==> src/rtl/xfer_pkg.sv <==
package xfer_pkg;
  localparam int BYTE_W = 8;

  typedef enum logic [1:0] {
    ST_IDLE = 2'd0,
    ST_WAIT = 2'd1,
    ST_MOVE = 2'd2,
    ST_CMD  = 2'd3
  } dma_st_e;

  localparam logic [6:0] STAT_TC   = 7'h10;
  localparam logic [6:0] PH_DIN    = 7'h01;
  localparam logic [6:0] PH_DOUT   = 7'h00;
  localparam logic [7:0] RSN_BUS   = 8'h10;
  localparam logic [7:0] RSN_SEL   = 8'h18;
  localparam logic [7:0] RSN_DISC  = 8'h20;
  localparam logic [2:0] SEQ_CMD   = 3'd4;
  localparam logic [2:0] SEQ_ZERO  = 3'd0;
endpackage

==> src/rtl/xfer_clamp.sv <==
module xfer_clamp #(
  parameter int CNT_W   = 16,
  parameter int CMD_MAX = 32,
  parameter int LEN_W   = CNT_W + 1,
  parameter int PEND_W  = LEN_W + 1
) (
  input  logic [CNT_W-1:0]         cnt_raw,
  input  logic                     cmd_mode,
  input  logic signed [PEND_W-1:0] pend,
  output logic [LEN_W-1:0]         len,
  output logic                     to_dev
);
  logic [PEND_W-1:0] count_w, mag_w, lim_w, min_w;

  always_comb begin
    // zero programmed count stands for a full 2^CNT_W bytes
    count_w = (cnt_raw == '0) ? (PEND_W'(1) << CNT_W) : PEND_W'(cnt_raw);
    mag_w   = pend[PEND_W-1] ? PEND_W'(-pend) : PEND_W'(pend);
    lim_w   = cmd_mode ? PEND_W'(CMD_MAX) : mag_w;
    min_w   = (count_w < lim_w) ? count_w : lim_w;
    len     = LEN_W'(min_w);
    to_dev  = pend[PEND_W-1];
  end
endmodule

==> src/rtl/xfer_dma_seq.sv <==
module xfer_dma_seq
  import xfer_pkg::*;
#(
  parameter int LEN_W   = 17,
  parameter int PEND_W  = LEN_W + 1,
  parameter int CMD_MAX = 32,
  parameter int OFS_W   = 6
) (
  input  logic                     clk,
  input  logic                     rst_n,
  input  logic                     ti_start,
  input  logic                     dma_mode,
  input  logic                     cmd_mode,
  input  logic [LEN_W-1:0]         clamp_len,
  input  logic                     clamp_to_dev,
  input  logic [OFS_W-1:0]         cmd_len,
  input  logic                     dev_offer,
  input  logic [LEN_W-1:0]         dev_bytes,
  input  logic                     dma_ack,
  input  logic                     pend_load,
  input  logic signed [PEND_W-1:0] pend_val,
  output logic                     dma_req,
  output logic [LEN_W-1:0]         dma_len,
  output logic                     dma_to_dev,
  output logic [OFS_W-1:0]         dma_offset,
  output logic signed [PEND_W-1:0] pend_q,
  output logic                     ev_done,
  output logic                     ev_cmd_issue,
  output logic                     ev_ti_dma
);
  dma_st_e                  st_q, st_n;
  logic [LEN_W-1:0]         remain_q, remain_n;
  logic [LEN_W-1:0]         chunk_q, chunk_n;
  logic [PEND_W-1:0]        avail_q, avail_n;
  logic signed [PEND_W-1:0] pend_n;
  logic                     dir_q, dir_n;
  logic [OFS_W-1:0]         ofs_q, ofs_n;
  logic                     upd_en;
  logic [PEND_W-1:0]        pend_mag;

  assign ev_ti_dma = ti_start & dma_mode & (st_q == ST_IDLE);

  always_comb begin
    st_n         = st_q;
    remain_n     = remain_q;
    chunk_n      = chunk_q;
    dir_n        = dir_q;
    ofs_n        = ofs_q;
    pend_n       = pend_q;
    avail_n      = avail_q + (dev_offer ? PEND_W'(dev_bytes) : '0);
    ev_done      = 1'b0;
    ev_cmd_issue = 1'b0;
    case (st_q)
      ST_IDLE: begin
        if (ti_start) begin
          if (dma_mode && cmd_mode) begin
            chunk_n = clamp_len;
            dir_n   = 1'b1;
            ofs_n   = cmd_len;
            st_n    = ST_CMD;
          end else if (dma_mode) begin
            remain_n = clamp_len;
            dir_n    = clamp_to_dev;
            if (clamp_len == '0) ev_done = 1'b1;
            else                 st_n    = ST_WAIT;
          end else if (cmd_mode) begin
            ev_cmd_issue = 1'b1;
          end
        end
      end
      ST_WAIT: begin
        if (avail_q != '0) begin
          chunk_n = (PEND_W'(remain_q) < avail_q) ? remain_q : LEN_W'(avail_q);
          st_n    = ST_MOVE;
        end
      end
      ST_MOVE: begin
        if (dma_ack) begin
          remain_n = remain_q - chunk_q;
          avail_n  = avail_n - PEND_W'(chunk_q);
          pend_n   = dir_q ? pend_q + $signed({1'b0, chunk_q})
                           : pend_q - $signed({1'b0, chunk_q});
          if (remain_q == chunk_q) begin
            ev_done = 1'b1;
            st_n    = ST_IDLE;
          end else begin
            st_n    = ST_WAIT;
          end
        end
      end
      ST_CMD: begin
        if (dma_ack) begin
          ev_cmd_issue = 1'b1;
          st_n         = ST_IDLE;
        end
      end
      default: st_n = ST_IDLE;
    endcase
    if (pend_load) begin
      pend_n  = pend_val;
      avail_n = '0;
    end
  end

  assign upd_en = ti_start | dev_offer | dma_ack | pend_load | (st_q == ST_WAIT);

  always_ff @(posedge clk or negedge rst_n) begin
    if (!rst_n) begin
      st_q     <= ST_IDLE;
      remain_q <= '0;
      chunk_q  <= '0;
      avail_q  <= '0;
      pend_q   <= '0;
      dir_q    <= 1'b0;
      ofs_q    <= '0;
    end else if (upd_en) begin
      st_q     <= st_n;
      remain_q <= remain_n;
      chunk_q  <= chunk_n;
      avail_q  <= avail_n;
      pend_q   <= pend_n;
      dir_q    <= dir_n;
      ofs_q    <= ofs_n;
    end
  end

  assign dma_req    = (st_q == ST_MOVE) || (st_q == ST_CMD);
  assign dma_len    = chunk_q;
  assign dma_to_dev = dir_q;
  assign dma_offset = ofs_q;
  assign pend_mag   = pend_q[PEND_W-1] ? PEND_W'(-pend_q) : PEND_W'(pend_q);

  // a raised request keeps its length until acknowledged
  assert_req_hold_R5: assert property (@(posedge clk) disable iff (!rst_n)
    (dma_req && !dma_ack) |=> (dma_req && $stable(dma_len)));

  // a data chunk is nonempty and never exceeds what remains
  assert_chunk_fits_R5: assert property (@(posedge clk) disable iff (!rst_n)
    (st_q == ST_MOVE) |-> ((chunk_q != '0) && (chunk_q <= remain_q)));

  // each acknowledged chunk shrinks the pending magnitude by the chunk
  assert_pend_shrink_R6: assert property (@(posedge clk) disable iff (!rst_n)
    (st_q == ST_MOVE && dma_ack && !pend_load) |=>
      (pend_mag == $past(pend_mag) - PEND_W'($past(chunk_q))));

  // command gathering always reads memory within the limit
  assert_cmd_read_R2: assert property (@(posedge clk) disable iff (!rst_n)
    (st_q == ST_CMD) |-> (dma_to_dev && (dma_len <= LEN_W'(CMD_MAX))));
endmodule

==> src/rtl/xfer_sel_gate.sv <==
module xfer_sel_gate #(
  parameter int NUM_TGT = 8,
  parameter int ID_W    = (NUM_TGT > 1) ? $clog2(NUM_TGT) : 1
) (
  input  logic               clk,
  input  logic               rst_n,
  input  logic               sel_start,
  input  logic               dma_en,
  input  logic [ID_W-1:0]    bus_id,
  input  logic [NUM_TGT-1:0] tgt_present,
  output logic               ev_sel_ok,
  output logic               ev_sel_absent
);
  logic hold_q, hold_n, run, hit;
  logic [NUM_TGT-1:0] id_match;

  for (genvar g = 0; g < NUM_TGT; g++) begin : g_match
    assign id_match[g] = (bus_id == ID_W'(g)) & tgt_present[g];
  end

  always_comb begin
    hit    = |id_match;
    run    = dma_en & (sel_start | hold_q);
    hold_n = (hold_q | sel_start) & ~dma_en;
  end

  always_ff @(posedge clk or negedge rst_n) begin
    if (!rst_n)                  hold_q <= 1'b0;
    else if (sel_start | hold_q) hold_q <= hold_n;
  end

  assign ev_sel_ok     = run & hit;
  assign ev_sel_absent = run & ~hit;
endmodule

==> src/rtl/xfer_status.sv <==
module xfer_status
  import xfer_pkg::*;
#(
  parameter int PEND_W = 18
) (
  input  logic                     clk,
  input  logic                     rst_n,
  input  logic                     ev_ti_dma,
  input  logic                     ev_absent,
  input  logic                     ev_issue,
  input  logic signed [PEND_W-1:0] issue_val,
  input  logic                     ev_done,
  output logic [7:0]               status,
  output logic [7:0]               intr_reason,
  output logic [2:0]               seq_step,
  output logic                     irq
);
  logic [6:0] stat_q, stat_n;
  logic [7:0] rsn_q, rsn_n;
  logic [2:0] seq_q, seq_n;
  logic       irq_q, irq_n;
  logic       upd_en;

  always_comb begin
    stat_n = stat_q;
    rsn_n  = rsn_q;
    seq_n  = seq_q;
    irq_n  = irq_q;
    if (ev_ti_dma) stat_n[4] = 1'b0;
    if (ev_absent) begin
      stat_n = '0;
      rsn_n  = RSN_DISC;
      seq_n  = SEQ_ZERO;
      irq_n  = 1'b1;
    end
    if (ev_issue) begin
      if (issue_val != '0)
        stat_n = STAT_TC | (issue_val[PEND_W-1] ? PH_DOUT : PH_DIN);
      rsn_n = RSN_SEL;
      seq_n = SEQ_CMD;
      irq_n = 1'b1;
    end
    if (ev_done) begin
      stat_n[4] = 1'b1;
      rsn_n     = RSN_BUS;
      seq_n     = SEQ_ZERO;
      irq_n     = 1'b1;
    end
  end

  assign upd_en = ev_ti_dma | ev_absent | ev_issue | ev_done;

  always_ff @(posedge clk or negedge rst_n) begin
    if (!rst_n) begin
      stat_q <= '0;
      rsn_q  <= '0;
      seq_q  <= '0;
      irq_q  <= 1'b0;
    end else if (upd_en) begin
      stat_q <= stat_n;
      rsn_q  <= rsn_n;
      seq_q  <= seq_n;
      irq_q  <= irq_n;
    end
  end

  assign status      = {irq_q, stat_q};
  assign intr_reason = rsn_q;
  assign seq_step    = seq_q;
  assign irq         = irq_q;

  // completion leaves terminal count, bus-service reason, step 0, irq
  assert_done_flags_R7: assert property (@(posedge clk) disable iff (!rst_n)
    ev_done |=> (irq && status[4] && intr_reason == RSN_BUS && seq_step == SEQ_ZERO));

  // absent target leaves disconnect reason and cleared status
  assert_absent_R11: assert property (@(posedge clk) disable iff (!rst_n)
    (ev_absent && !ev_issue && !ev_done) |=>
      (intr_reason == RSN_DISC && status[6:0] == 7'h00 && seq_step == SEQ_ZERO && irq));
endmodule

==> src/rtl/xfer_ctl.sv <==
module xfer_ctl
  import xfer_pkg::*;
#(
  parameter int CMD_MAX = 32,
  parameter int NUM_TGT = 8,
  parameter int OFS_W   = 6,
  localparam int CNT_W  = 2 * BYTE_W,
  localparam int LEN_W  = CNT_W + 1,
  localparam int PEND_W = LEN_W + 1,
  localparam int ID_W   = (NUM_TGT > 1) ? $clog2(NUM_TGT) : 1
) (
  input  logic                     clk,
  input  logic                     rst_n,
  input  logic [BYTE_W-1:0]        tc_lo,
  input  logic [BYTE_W-1:0]        tc_mid,
  input  logic                     ti_start,
  input  logic                     dma_mode,
  input  logic                     cmd_mode,
  input  logic [OFS_W-1:0]         cmd_len,
  input  logic [ID_W-1:0]          bus_id,
  input  logic [NUM_TGT-1:0]       tgt_present,
  input  logic                     sel_start,
  input  logic                     dma_en,
  input  logic signed [PEND_W-1:0] pend_val,
  input  logic                     dev_offer,
  input  logic [LEN_W-1:0]         dev_bytes,
  input  logic                     dma_ack,
  output logic                     dma_req,
  output logic [LEN_W-1:0]         dma_len,
  output logic                     dma_to_dev,
  output logic [OFS_W-1:0]         dma_offset,
  output logic                     cmd_issue,
  output logic                     tc_clear,
  output logic signed [PEND_W-1:0] pend_size,
  output logic [7:0]               status,
  output logic [7:0]               intr_reason,
  output logic [2:0]               seq_step,
  output logic                     irq
);
  logic [LEN_W-1:0] clamp_len;
  logic             clamp_to_dev;
  logic             ev_done, ev_cmd_issue, ev_ti_dma;
  logic             ev_sel_ok, ev_sel_absent, ev_issue;

  assign ev_issue = ev_sel_ok | ev_cmd_issue;

  xfer_clamp #(.CNT_W(CNT_W), .CMD_MAX(CMD_MAX), .LEN_W(LEN_W), .PEND_W(PEND_W)) u_clamp (
    .cnt_raw  ({tc_mid, tc_lo}),
    .cmd_mode (cmd_mode),
    .pend     (pend_size),
    .len      (clamp_len),
    .to_dev   (clamp_to_dev)
  );

  xfer_dma_seq #(.LEN_W(LEN_W), .PEND_W(PEND_W), .CMD_MAX(CMD_MAX), .OFS_W(OFS_W)) u_seq (
    .clk          (clk),
    .rst_n        (rst_n),
    .ti_start     (ti_start),
    .dma_mode     (dma_mode),
    .cmd_mode     (cmd_mode),
    .clamp_len    (clamp_len),
    .clamp_to_dev (clamp_to_dev),
    .cmd_len      (cmd_len),
    .dev_offer    (dev_offer),
    .dev_bytes    (dev_bytes),
    .dma_ack      (dma_ack),
    .pend_load    (ev_issue),
    .pend_val     (pend_val),
    .dma_req      (dma_req),
    .dma_len      (dma_len),
    .dma_to_dev   (dma_to_dev),
    .dma_offset   (dma_offset),
    .pend_q       (pend_size),
    .ev_done      (ev_done),
    .ev_cmd_issue (ev_cmd_issue),
    .ev_ti_dma    (ev_ti_dma)
  );

  xfer_sel_gate #(.NUM_TGT(NUM_TGT), .ID_W(ID_W)) u_sel (
    .clk           (clk),
    .rst_n         (rst_n),
    .sel_start     (sel_start),
    .dma_en        (dma_en),
    .bus_id        (bus_id),
    .tgt_present   (tgt_present),
    .ev_sel_ok     (ev_sel_ok),
    .ev_sel_absent (ev_sel_absent)
  );

  xfer_status #(.PEND_W(PEND_W)) u_stat (
    .clk         (clk),
    .rst_n       (rst_n),
    .ev_ti_dma   (ev_ti_dma),
    .ev_absent   (ev_sel_absent),
    .ev_issue    (ev_issue),
    .issue_val   (pend_val),
    .ev_done     (ev_done),
    .status      (status),
    .intr_reason (intr_reason),
    .seq_step    (seq_step),
    .irq         (irq)
  );

  assign cmd_issue = ev_cmd_issue;
  assign tc_clear  = ev_done;

  // with the enable pin low no selection outcome is produced
  assert_sel_gated_R9: assert property (@(posedge clk) disable iff (!rst_n)
    !dma_en |-> !(ev_sel_ok || ev_sel_absent));

  // status bit 7 tracks the interrupt line
  assert_int_mirror_R12: assert property (@(posedge clk) disable iff (!rst_n)
    status[7] == irq);
endmodule

==> config.mk <==
export PLATFORM = sky130hd
export DESIGN_NAME = xfer_ctl
export DESIGN_NICKNAME = d
export VERILOG_FILES = /design/src/rtl/xfer_pkg.sv /design/src/rtl/xfer_clamp.sv /design/src/rtl/xfer_dma_seq.sv /design/src/rtl/xfer_sel_gate.sv /design/src/rtl/xfer_status.sv /design/src/rtl/xfer_ctl.sv
export SDC_FILE = /design/constraint.sdc
export NUM_CORES = 1
export LEC_CHECK = 0
export ABC_AREA = 1
export BUFFER_PORTS_ARGS = -buffer_cell sky130_fd_sc_hd__buf_2
export CORE_MARGIN = 2
export CORE_UTILIZATION = 60
export DETAILED_ROUTE_END_ITERATION = 16
export GPL_TIMING_DRIVEN = 0
export PLACE_DENSITY = 0.9
export SYNTH_ARGS = -nofsm -noshare
export SYNTH_HDL_FRONTEND = slang
export SYNTH_SLANG_ARGS = --single-unit
==> constraint.sdc <==
create_clock -name clk -period 5.9 [get_ports clk]
set_input_delay 1.18 -clock clk [delete_from_list [all_inputs] [get_ports clk]]
set_output_delay 1.18 -clock clk [all_outputs]
set_load 0.02 [all_outputs]
== After elaboration in Yosys (flattened, before gate mapping) ==
Cells that the tools add are included.
Storage, ports and cells
  flip-flop bits (word level): 99
  latch bits: 0
  memory bits (writable): 0
  memory bits (read-only): 0
  bits of input ports: 77
  output and inout bits: 65
  word-level logic and storage cells: 148
  memories kept: 0
Cells by class
  add/sub/neg operators: 6
  multipliers: 0
  divide/modulo/power cells: 0
  $lt $le $gt $ge: 2
  equality and inequality tests: 20
  shift operators: 0
  muxes and demuxes: 61
  bitwise gates (word level): 25
  reductions and logical operators: 22
Operator list (count)
  $mux 17: 11
  $mux 18: 9
  $pmux 17 s2: 2
  $add 18x18->18: 2
  $lt 17x18->1: 2
  $reduce_bool 18->1: 2
  $mux 8: 3
  $mux 7: 3
  $mux 1: 20
  $neg 18->18: 1
  $sub 18x17->18: 1
  $sub 18x18->18: 1
  $eq 17x17->1: 1
  $logic_not 17->1: 1
  $sub 17x17->17: 1
  $logic_not 16->1: 1
  $and 1x1->1: 14
  $mux 2: 7
  $eq 3x3->1 const B: 4
  $ne 2x2->1 const B: 6
  $reduce_bool 2->1: 5
  $mux 3: 3
  $or 1x1->1: 9
  $pmux 2 s4: 1
  other kinds (20): 26

== Depth between registers and ports, before layout ==
  depth after elaboration: 13
  gate-level depth with buffers: 30
  depth with buffers taken out: 30

== Cells and area by module ==
Synthesis repeated with hierarchy kept, for this count alone.
Second synthesis, totals
  cells, all modules: 1767
  area total of the unflattened synthesis: 11094.4 um^2
By module, submodules not included
  xfer_dma_seq: instances 1, cells an instance 1392, area each 8873.5 um^2, seq. area each 1976.9 um^2
  xfer_clamp: instances 1, cells an instance 278, area each 1510.2 um^2, seq. area each 0.0 um^2
  xfer_status: instances 1, cells an instance 64, area each 543.0 um^2, seq. area each 275.3 um^2
  xfer_sel_gate: instances 1, cells an instance 30, area each 156.4 um^2, seq. area each 25.0 um^2
  xfer_ctl: instances 1, cells an instance 3, area each 11.3 um^2, seq. area each 0.0 um^2

== Least setup slack after synthesis ==
OpenSTA, ideal clock, no wires.
  path kind: input-to-output
  from: input cmd_mode
  to: output tc_clear
  arrival time: 3.559 ns
  required time: 4.720 ns
  path slack: 1.161 ns
  stages on the path: 21
  cells stage by stage: buf_6 > inv_4 > clkbuf_1 > nand2_1 > nor2_1 > inv_1 > ha_1 > nand2_1 > inv_1 > nand2_1 > nand2_1 > a21oi_1 > nand3_4 > nand2_4 > buf_12 > nor2_2 > nor2_4 > nand2_2 > nor2_2 > nand4_2 > nand2_4
Between the ends
  word-level cells in the longest chain between the ends: 9
RTL lines
  start: declaration: line xfer_ctl.sv:18  | input logic cmd_mode,
  $mux 18: line xfer_clamp.sv:19  | lim_w = cmd_mode ? PEND_W'(CMD_MAX) : mag_w;
  $lt 17x18->1: line xfer_clamp.sv:20  | min_w = (count_w < lim_w) ? count_w : lim_w;
  $mux 17: line xfer_clamp.sv:20
  $logic_not 17->1: line xfer_dma_seq.sv:64  | if (clamp_len == '0) ev_done = 1'b1;
  $mux 1: line xfer_dma_seq.sv:64
  $mux 1: line xfer_dma_seq.sv:61  | end else if (dma_mode) begin
  $mux 1 *: line xfer_dma_seq.sv:56  | if (dma_mode && cmd_mode) begin
  $mux 1 *: line xfer_dma_seq.sv:55  | if (ti_start) begin
  $pmux 1 s2 *: line xfer_dma_seq.sv:53  | case (st_q)
  end: declaration: line xfer_ctl.sv:33  | output logic tc_clear,
Mark *: on every way between the ends. The rest lies on a longest branch, timed or not.

== Worst setup path in the final report ==
Ends and elaborated chain as after synthesis.

==> metrics.yaml <==
cts_tree: "built"
holdBufCountCts: 0
cts.path.max_buffers: 2
tightest_slew_ps: 920
fin_skew_ps: 11.7
grt_max_degree: 72
fin_setup_tns_ps: 0
worstSetupEndpointType: "output port"
cap_violations: 0
synthFlopType: "dfrtp_1"
cts_buffers: 9
r2r_cells: 26
gp_congestion: 0.988
drt-initial-drc-count: 1088
syn_inst: 1487
ioPinCount: 142
min_period_over_period_pct: 95.0
ys_warn_count: 0
wl_per_cell_um: 17.3
mostFrequentLayoutCells: "nand2_1, inv_1, buf_2"
gr-usage-all-layers_pct: 35.9
grt_setup_unrepaired: "false"
slew_headroom_pct: 38.2
htreeDepth: 3
max_freq_mhz: 178
dieArea_mm2: 0.0177
viasPerCell: 5.86
holdPathStages: 2
yosysSeqAreaShare_pct: 22.8
final_common_cell: "nand2_1"
rows: 47
layout_min_cycle_time_ps: 5610
crit_start: "cmd_mode"
wirelength_mm: 32.1
worst-path-max-fanout: 10
holdWs_ps: 493
layout-drive-gt1-share_pct: 14.3
synth-edff-count: 0
async_flop_share_pct: 100
post_cts_resized: 0
diodes: 0
die_w_um: 133
core_area_mm2: 0.0165
area_delta_synth_final_pct: 12.8
postCtsSetupRepairBufs: 0
grt_pass1_wl_mm: 50.4
fin_nets: 1823
ys_seq_elements: 91
cts_sinks: 91
drc_errors: 0
fillers: 1468
status: "complete, no violations"
grt_overflow: 0
worst_ep_arrival_time_ps: 4430
drt.antenna.violating_nets: 0
die_y_um: 133
avgSynthCellArea_um2: 6.73
clock_latency_ps: 360
min_path_type: "register to register"
min_from: "u_stat.stat_q[5]"
crit_required_ps: 4720
num_vias: 10900
finalHoldViolations: 0
critPathKind: "input pin to output port"
setup_viol: 0
io_buffer_count: 132
grt_pass1_vias: 10100
clkTransAtPathRegs_ps: 70
first_pass_iters: 5
initial_core_util_pct: 60.7
synthesis.area_mm2: 0.0100
r2r-start: "u_seq.avail_q[0]"
maxSlewViolCount: 0
dp_hpwl_mm: 26.1
antenna_found_initial: 0
clock-root-buffer: "clkbuf_16"
synth.distinct_cells: 52
start_kind: "input pin"
## stage by stage
step	std cells	setup slack, ps	cell area (um2)	util, %
floorplan	1493	1160	10000	-
global placement	1845	452	11000	66.6
detailed placement	1846	377	11000	66.7
CTS	1862	399	11300	68.5
global route	1862	10.2	11300	68.5
finish	1862	293	11300	68.5
## cell type report
class | count | area, um2 | area share [%]
repair buffers | 133 | 691 | 6.12
multi-input cells | 1135 | 6650 | 58.9
flip-flops and latches | 91 | 2280 | 20.2
clock inverters | 6 | 65.1 | 0.577
well taps | 220 | 275 | 2.44
plain buffers | 64 | 335 | 2.97
inverters | 203 | 764 | 6.77
clock buffers | 10 | 229 | 2.03
## worst paths after layout
path / slack (ps) / endpoint
worst max register to register: 1730 / u_seq.avail_q[17]
worst min register to register: 490 / u_stat.stat_q[5]
worst max-delay path: 290 / tc_clear
max in group asynchronous: 4500 / u_seq.avail_q[7]
worst min-delay path: 490 / u_stat.stat_q[5]
min in group asynchronous: 710 / u_seq.dma_offset[0]
## cells in the mapped netlist, types with 13 or more instances
master	number	share of area [%]
ha_1	105	13
o211ai_1	13	0.98
a21oi_1	137	6.9
o22ai_1	15	0.94
o21ai_0	132	6.6
nand3_1	64	3.2
inv_1	196	7.4
nor2_1	108	4.1
dfrtp_1	91	23
nand2_1	323	12
nor3_1	24	1.2
nor4_1	13	0.81
xnor2_1	16	1.4
nand4_1	17	1.1
xor2_1	37	3.2
clkbuf_1	38	1.4
## kinds of logic after synthesis
logic type	synth area share, %
XOR/XNOR	4.64
adder cells (fa/ha/maj)	13.9
AO/OA/AOI/OAI	20.3
flip-flops	22.8
multiplexers	0.675
buffers and inverters	11.0
other	0.0375
AND/OR/NAND/NOR	26.7
## layer usage
metal / track usage (%) / part of all wire [%] / vias to the layer above / wire [um]
met5: 0 / 0 / - / 0
met3: 6.32 / 8.9 / 108 / 2850
li1: - / - / 5278 / -
met1: 48.2 / 43 / 5002 / 13800
met4: 17.6 / 5.0 / 0 / 1610
met2: 56.4 / 43 / 532 / 13900
## sequential cells by signal (all words and copies together), names as in the netlist
| name | flops |
|---|---|
| u_seq.avail_q | 18 |
| u_seq.pend_q | 18 |
| u_seq.dma_len | 17 |
| u_seq.remain_q | 17 |
| u_stat.stat_q | 7 |
| u_seq.dma_offset | 6 |
| u_stat.intr_reason | 3 |
| u_seq.st_q | 2 |
| u_sel.hold_q | 1 |
| u_seq.dma_to_dev | 1 |
| u_stat.irq | 1 |
## critical path: stages
cell and delay (ps):
buf_6 120, inv_4 60, clkbuf_1 350, nand2_1 100, nor2_1 220, inv_1 80, ha_1 290, nand2_1 90
inv_1 40, nand2_1 50, nand2_1 40, a21oi_1 290, nand3_4 150, nand2_4 150, o21ai_0 270, inv_1 130
nand2_1 70, nor2_2 140, nand4_2 200, nand2_4 190, buf_2 180
Power is not shown: default switching activity piles up to over one toggle a cycle in this logic, so the estimate is an artifact.
